## config.mk

```make
export PLATFORM = sky130hd
export DESIGN_NAME = bclk_ratio_pdmclk
export DESIGN_NICKNAME = d
export VERILOG_FILES = /design/src/rtl/pdmck_pkg.sv /design/src/rtl/pdmck_edges.sv /design/src/rtl/pdmck_watch.sv /design/src/rtl/pdmck_ratio.sv /design/src/rtl/pdmck_div.sv /design/src/rtl/bclk_ratio_pdmclk.sv
export SDC_FILE = /design/constraint.sdc
export NUM_CORES = 1
export LEC_CHECK = 0
export BUFFER_PORTS_ARGS = -buffer_cell sky130_fd_sc_hd__buf_2
export CELL_PAD_IN_SITES_DETAIL_PLACEMENT = 1
export CELL_PAD_IN_SITES_GLOBAL_PLACEMENT = 1
export CORE_MARGIN = 10
export CORE_UTILIZATION = 30
export DETAILED_ROUTE_END_ITERATION = 7
export PLACE_DENSITY_LB_ADDON = 0.3
export SKIP_CTS_REPAIR_TIMING = 1
export SLEW_MARGIN = 25
export SYNTH_ARGS = -nofsm -noshare
export SYNTH_HDL_FRONTEND = slang
export SYNTH_SLANG_ARGS = --single-unit
```

## constraint.sdc

```tcl
create_clock -name clk -period 6.5 [get_ports clk]
set_clock_uncertainty 0.1 [all_clocks]
set_input_delay 0 -clock clk [delete_from_list [all_inputs] [get_ports clk]]
set_output_delay 0 -clock clk [all_outputs]
set_load 0.02 [all_outputs]
```

## src/rtl/pdmck_pkg.sv

```systemverilog
package pdmck_pkg;
  localparam int PDM_PER_FRAME = 64;
  localparam int NUM_RATIOS    = 6;
  localparam int CODE_W        = 3;

  typedef logic [CODE_W-1:0] code_t;

  typedef struct packed {
    logic  ok;
    code_t code;
  } cls_t;

  // bit-clock cycles per PDM period for each ratio code
  function automatic logic [3:0] code_mult(input code_t c);
    logic [3:0] m;
    case (c)
      3'd0:    m = 4'd1;
      3'd1:    m = 4'd2;
      3'd2:    m = 4'd3;
      3'd3:    m = 4'd4;
      3'd4:    m = 4'd6;
      3'd5:    m = 4'd8;
      default: m = 4'd0;
    endcase
    return m;
  endfunction

  function automatic cls_t classify(input int unsigned n);
    cls_t r;
    r = '0;
    for (int i = 0; i < NUM_RATIOS; i++) begin
      if (n == PDM_PER_FRAME * int'(code_mult(code_t'(i)))) begin
        r.ok   = 1'b1;
        r.code = code_t'(i);
      end
    end
    return r;
  endfunction
endpackage

```

## src/rtl/pdmck_edges.sv

```systemverilog
module pdmck_edges (
  input  logic clk,
  input  logic rst,
  input  logic bclk_in,
  input  logic lrclk_in,
  output logic b_edge,
  output logic b_rise,
  output logic f_edge
);
  logic b_q, l_q;

  always_ff @(posedge clk) begin
    if (rst) begin
      b_q <= 1'b0;
      l_q <= 1'b0;
    end else begin
      b_q <= bclk_in;
      l_q <= lrclk_in;
    end
  end

  assign b_edge = bclk_in ^ b_q;
  assign b_rise = bclk_in & ~b_q;
  assign f_edge = ~lrclk_in & l_q;
endmodule

```

## src/rtl/pdmck_watch.sv

```systemverilog
module pdmck_watch #(
  parameter int TIMEOUT_CYC = 256
) (
  input  logic clk,
  input  logic rst,
  input  logic b_edge,
  output logic lost,
  output logic powerdown
);
  localparam int TW = $clog2(TIMEOUT_CYC + 1);
  localparam logic [TW-1:0] T_LAST = TW'(TIMEOUT_CYC - 1);
  localparam logic [TW-1:0] T_SAT  = TW'(TIMEOUT_CYC);

  logic [TW-1:0] idle;

  assign lost = ~b_edge & (idle == T_LAST);

  always_ff @(posedge clk) begin
    if (rst) begin
      idle      <= '0;
      powerdown <= 1'b1;
    end else if (b_edge) begin
      idle      <= '0;
      powerdown <= 1'b0;
    end else begin
      if (idle != T_SAT) idle <= idle + 1'b1;
      if (lost) powerdown <= 1'b1;
    end
  end

  p_pd_clear_r9: assert property (@(posedge clk) disable iff (rst)
    b_edge |=> !powerdown);
endmodule

```

## src/rtl/pdmck_ratio.sv

```systemverilog
module pdmck_ratio
  import pdmck_pkg::*;
#(
  parameter int CNT_W = 10
) (
  input  logic  clk,
  input  logic  rst,
  input  logic  b_rise,
  input  logic  f_edge,
  input  logic  lost,
  output logic  locked,
  output logic  lock_d,
  output code_t ratio_code
);
  localparam logic [CNT_W-1:0] CNT_MAX = '1;

  logic [CNT_W-1:0] cnt;
  logic             seen, prev_ok;
  code_t            prev_code;
  cls_t             cls;
  logic             new_lock;

  always_ff @(posedge clk) begin
    if (rst)                           cnt <= '0;
    else if (f_edge)                   cnt <= CNT_W'(b_rise);
    else if (b_rise && cnt != CNT_MAX) cnt <= cnt + 1'b1;
  end

  always_comb begin
    cls      = classify(32'(cnt));
    new_lock = seen & cls.ok & prev_ok & (prev_code == cls.code);
    if (lost)        lock_d = 1'b0;
    else if (f_edge) lock_d = new_lock;
    else             lock_d = locked;
  end

  always_ff @(posedge clk) begin
    if (rst) begin
      locked     <= 1'b0;
      ratio_code <= '0;
      seen       <= 1'b0;
      prev_ok    <= 1'b0;
      prev_code  <= '0;
    end else if (lost) begin
      locked  <= 1'b0;
      seen    <= 1'b0;
      prev_ok <= 1'b0;
    end else if (f_edge) begin
      seen      <= 1'b1;
      locked    <= new_lock;
      prev_ok   <= seen & cls.ok;
      prev_code <= cls.code;
      if (new_lock) ratio_code <= cls.code;
    end
  end

  p_code_hold_r10: assert property (@(posedge clk) disable iff (rst)
    !f_edge |=> $stable(ratio_code));
endmodule

```

## src/rtl/pdmck_div.sv

```systemverilog
module pdmck_div
  import pdmck_pkg::*;
(
  input  logic  clk,
  input  logic  rst,
  input  logic  b_edge,
  input  logic  f_edge,
  input  logic  lost,
  input  logic  locked,
  input  logic  lock_d,
  input  code_t ratio_code,
  output logic  pdm_clk
);
  logic [3:0] half;
  logic [3:0] dcnt;

  assign half = code_mult(ratio_code);

  always_ff @(posedge clk) begin
    if (rst || lost) begin
      pdm_clk <= 1'b0;
      dcnt    <= '0;
    end else if (f_edge) begin
      pdm_clk <= lock_d;
      dcnt    <= '0;
    end else if (!locked) begin
      pdm_clk <= 1'b0;
      dcnt    <= '0;
    end else if (b_edge) begin
      if (dcnt == half - 4'd1) begin
        pdm_clk <= ~pdm_clk;
        dcnt    <= '0;
      end else begin
        dcnt <= dcnt + 4'd1;
      end
    end
  end

  p_pdm_hold_r6: assert property (@(posedge clk) disable iff (rst)
    (locked && !b_edge && !f_edge && !lost) |=> $stable(pdm_clk));
endmodule

```

## src/rtl/bclk_ratio_pdmclk.sv

```systemverilog
module bclk_ratio_pdmclk
  import pdmck_pkg::*;
#(
  parameter int CNT_W       = 10,
  parameter int TIMEOUT_CYC = 256
) (
  input  logic              clk,
  input  logic              rst,
  input  logic              bclk_in,
  input  logic              lrclk_in,
  output logic              pdm_clk,
  output logic [CODE_W-1:0] ratio_code,
  output logic              locked,
  output logic              powerdown
);
  logic b_edge, b_rise, f_edge, lost, lock_d;

  pdmck_edges u_edges (
    .clk(clk), .rst(rst), .bclk_in(bclk_in), .lrclk_in(lrclk_in),
    .b_edge(b_edge), .b_rise(b_rise), .f_edge(f_edge)
  );

  pdmck_watch #(.TIMEOUT_CYC(TIMEOUT_CYC)) u_watch (
    .clk(clk), .rst(rst), .b_edge(b_edge), .lost(lost), .powerdown(powerdown)
  );

  pdmck_ratio #(.CNT_W(CNT_W)) u_ratio (
    .clk(clk), .rst(rst), .b_rise(b_rise), .f_edge(f_edge), .lost(lost),
    .locked(locked), .lock_d(lock_d), .ratio_code(ratio_code)
  );

  pdmck_div u_div (
    .clk(clk), .rst(rst), .b_edge(b_edge), .f_edge(f_edge), .lost(lost),
    .locked(locked), .lock_d(lock_d), .ratio_code(ratio_code), .pdm_clk(pdm_clk)
  );

  p_stop_on_loss_r8: assert property (@(posedge clk) disable iff (rst)
    lost |=> (powerdown && !locked && !pdm_clk));

  p_pd_unlocked_r8: assert property (@(posedge clk) disable iff (rst)
    powerdown |-> !locked);

  p_quiet_unlocked_r4: assert property (@(posedge clk) disable iff (rst)
    !locked |-> !pdm_clk);
endmodule

```

==> flow_summary_export.csv <==
group,metric,value,unit
timing,max_slew_margin,64.92,%
setup_path,crit_path_end_kind,"register",
yosys,synth_top_family_by_area,"simple AND/OR/NAND/NOR gates",
grt,first_global_vias,1542,
placement,dp_slack,4.032,ns
detailed_routing,drt_iter0_markers,48,
yosys,syn_nets,239,
yosys,synth_area_per_cell,9.012,um^2
yosys,netlist_area,2046,um^2
clock_tree,clk_pin_slew_worst_paths,0.08,ns
floorplan,ioPinCount,10,
final_layout,fin_util,33.78,%
run_status,status,"finished, final reports clean",
detailed_routing,first_pass_iters,3,
clock_tree,clk_latency,0.29,ns
detailed_routing,wl_per_cell,12.91,um
floorplan,dieArea,10520,um^2
power_and_ir_drop,p_switching,0.1070,mW
yosys,synth_edf_count,0,
yosys,synth_top_flop_cell,"dfxtp_1",
timing,rsz0062_at_grt,"no",
clock_tree,cts_sinks,36,
setup_path,timing.critical_path.fanout_max,13,
clock_tree,htree_levels,2,
final_layout,multi_input_area,1216,um^2
yosys,netlist_instances,227,
placement,place_area,2123,um^2
timing,setup_violations,0,
final_layout,n_fill_cell,786,
floorplan,initial_utilization,30.45,%
yosys,netlist.area_leader.share,35.23,%
grt,grt_pass1_wl,7120,um
final_layout,antenna_cells,0,
setup_path,critPathLaunchType,"register",
timing,setup_ws,4.021,ns
setup_path,worst-path-buf-inv,0,
power_and_ir_drop,p_per_area,189.9,nW/um^2
final_layout,final_common_cell,"dfxtp_1",
power_and_ir_drop,power.total,0.4309,mW
final_layout,design_area,2270,um^2
grt,grt_start_max_net_pins,17,
detailed_routing,vias,1536,
timing,clock.fmax,403.4,MHz
power_and_ir_drop,max-vdd-ir-drop,101.1,uV
setup_path,cpLargestDelayFamily,"simple AND/OR/NAND/NOR gates",
setup_path,path_class,"reg2reg",
timing,tightest_slew,0.5217,ns
final_layout,synthToLayoutAreaGrowth,10.95,%
detailed_routing,routed_wl,4118,um
timing,fin_setup_tns,0,ns
timing,min_period,2.479,ns
job,cap_violations,0,
grt,grt_use_total,8.337,%
setup_path,cp_slowest_stage_delay,0.62,ns
yosys,synth_cell_types,56,
clock_tree,cts.path.max_buffers,2,
detailed_routing,route.detailed.drc,0,
final_layout,nNetsFinal,250,
hold_path,hold_path.class,"reg2reg",
yosys,synthXorXnorAreaFrac,10.70,%
power_and_ir_drop,power_frac_seq,52.5,%
yosys,synth_async_sr_flop_share,0,%
detailed_routing,ant_nets,0,
setup_path,required,6.59,ns
detailed_routing,viasPerCell,4.815,
timing,finalMaxSlewViolations,0,
placement,numPortBuffers,9,
placement,place_congestion,0.6751,
power_and_ir_drop,power_frac_clock,40.2,%
timing,hold_viol_final,0,
yosys,yosys.area_share.simple,28.50,%
final_layout,final_cells,319,
yosys,synth.ff_latch_count,36,
setup_path,crit_chain,"or3b_1 -> a2111o_1 -> xor2_1 -> nand4_2 -> mux2_4",
final_layout,regArea,720.7,um^2
yosys,synth_top_cell_by_area,"dfxtp_1",
setup_path,worstPathArrival,2.56,ns
yosys,ys_warn_count,0,
power_and_ir_drop,p_int,0.3240,mW
timing,hold_ws,0.3563,ns
placement,dp_cells,306,
power_and_ir_drop,power.share.switching,24.82,%
floorplan,fp.dieW,102.6,um
floorplan,die_y,102.6,um
grt,gr-total-overflow,0,
power_and_ir_drop,combPwrFrac,7.3,%
yosys,synth.area.top_cells,"dfxtp_1 (35%), nor2_1 (6.1%), xor2_1 (5.6%), xnor2_1 (5.1%), ha_1 (4.9%)",
clock_tree,cts_tree,"done",
clock_tree,cts_root_buf,"clkbuf_8",
yosys,ys_seq_area_share,35.23,%
yosys,synthAdderAreaFrac,4.893,%
yosys,synth.area.mux_share,3.242,%
placement,dp_hpwl,3048,um
floorplan,num_rows,30,
final_layout,drive_gt1_share,14.64,%
power_and_ir_drop,leakagePower,0.8424,nW
clock_tree,cts_buffers,5,
final_layout,layout_common_cells,"dfxtp_1 (36), nor2_1 (33), xor2_1 (13), xnor2_1 (12), inv_1 (11)",
timing,finalCritPeriodShare,38.14,%
setup_path,slowest_stage,"dfxtp_1",
floorplan,coreArea,6719,um^2
yosys,synth-compound-area-share,12.11,%
grt,antenna_found_initial,0,
## state kept, by name, summed over array words and instances (netlist names)
name                flops
u_div.dcnt              4
u_div.pdm_clk           1
u_edges.b_q             1
u_edges.l_q             1
u_ratio.cnt            10
u_ratio.locked          1
u_ratio.prev_code       3
u_ratio.prev_ok         1
u_ratio.ratio_code      3
u_ratio.seen            1
u_watch.idle            9
u_watch.powerdown       1
## worst min-delay path: cells and delay by family, from the launching register on
kind | cells | cell delay (ns)
flops | 1 | 0.31
simple gates | 2 | 0.10
## per-layer routing
metal  track usage [%]  wire (um)  vias to the layer above
met5                 0          0                        -
met4             3.905         77                        0
met3             2.614        125                        5
met2             12.95       1876                       12
met1             10.25       2038                      713
li1                  -          -                      806
## worst paths after layout
path / cells after the start / start / slack, ns / to
min reg2reg: 2 / u_watch.powerdown / 0.36 / u_watch.powerdown
max reg2reg: 5 / u_ratio.cnt[9] / 4.02 / u_ratio.ratio_code[2]
min: 2 / u_watch.powerdown / 0.36 / u_watch.powerdown
max: 5 / u_ratio.cnt[9] / 4.02 / u_ratio.ratio_code[2]
## power by group through the flow
stage          Sequential [mW]  Clock (mW)  Combinational (mW)
3_5_place_dp             0.232           0              0.0297
5_1_grt                  0.227       0.191              0.0358
4_1_cts                  0.226       0.184              0.0299
6_report                 0.226       0.173              0.0315
2_1_floorplan            0.232           0              0.0239
3_3_place_gp             0.231           0              0.0294
## area by class of cell
cell class                 instances  area share [%]
sequential                        36           31.75
inverter                          11           1.819
clock inverter                     2          0.6064
clock buffer                       6           3.638
timing repair buffer              14           4.190
tap                               80           4.410
multi-input combinational        170           53.58
## synth_stat cells, drive strengths merged (2+ instances only)
master and instances:
o31ai 2, nand2 10, and3 4, nand3b 4
clkbuf 2, a21oi 7, nor4 3, nand2b 7
nand4 5, a21o 3, or2 4, ha 8
a211oi 3, nand3 8, dfxtp 36, mux2 2
inv 11, or3b 3, xnor2 12, nor2b 5
and4 4, a2111oi 2, o311ai 2, o21ai 6
buf 8, nor2 33, nor3b 2, xor2 13
mux2i 4
## cell families after synthesis
kind of cell,count (synthesis)
simple gates,100
mux,6
flops,36
xor+xnor,25
buf+inv,21
fa+ha+maj,8
compound gates,31
Note: power is estimated with default switching activity, not from simulation.
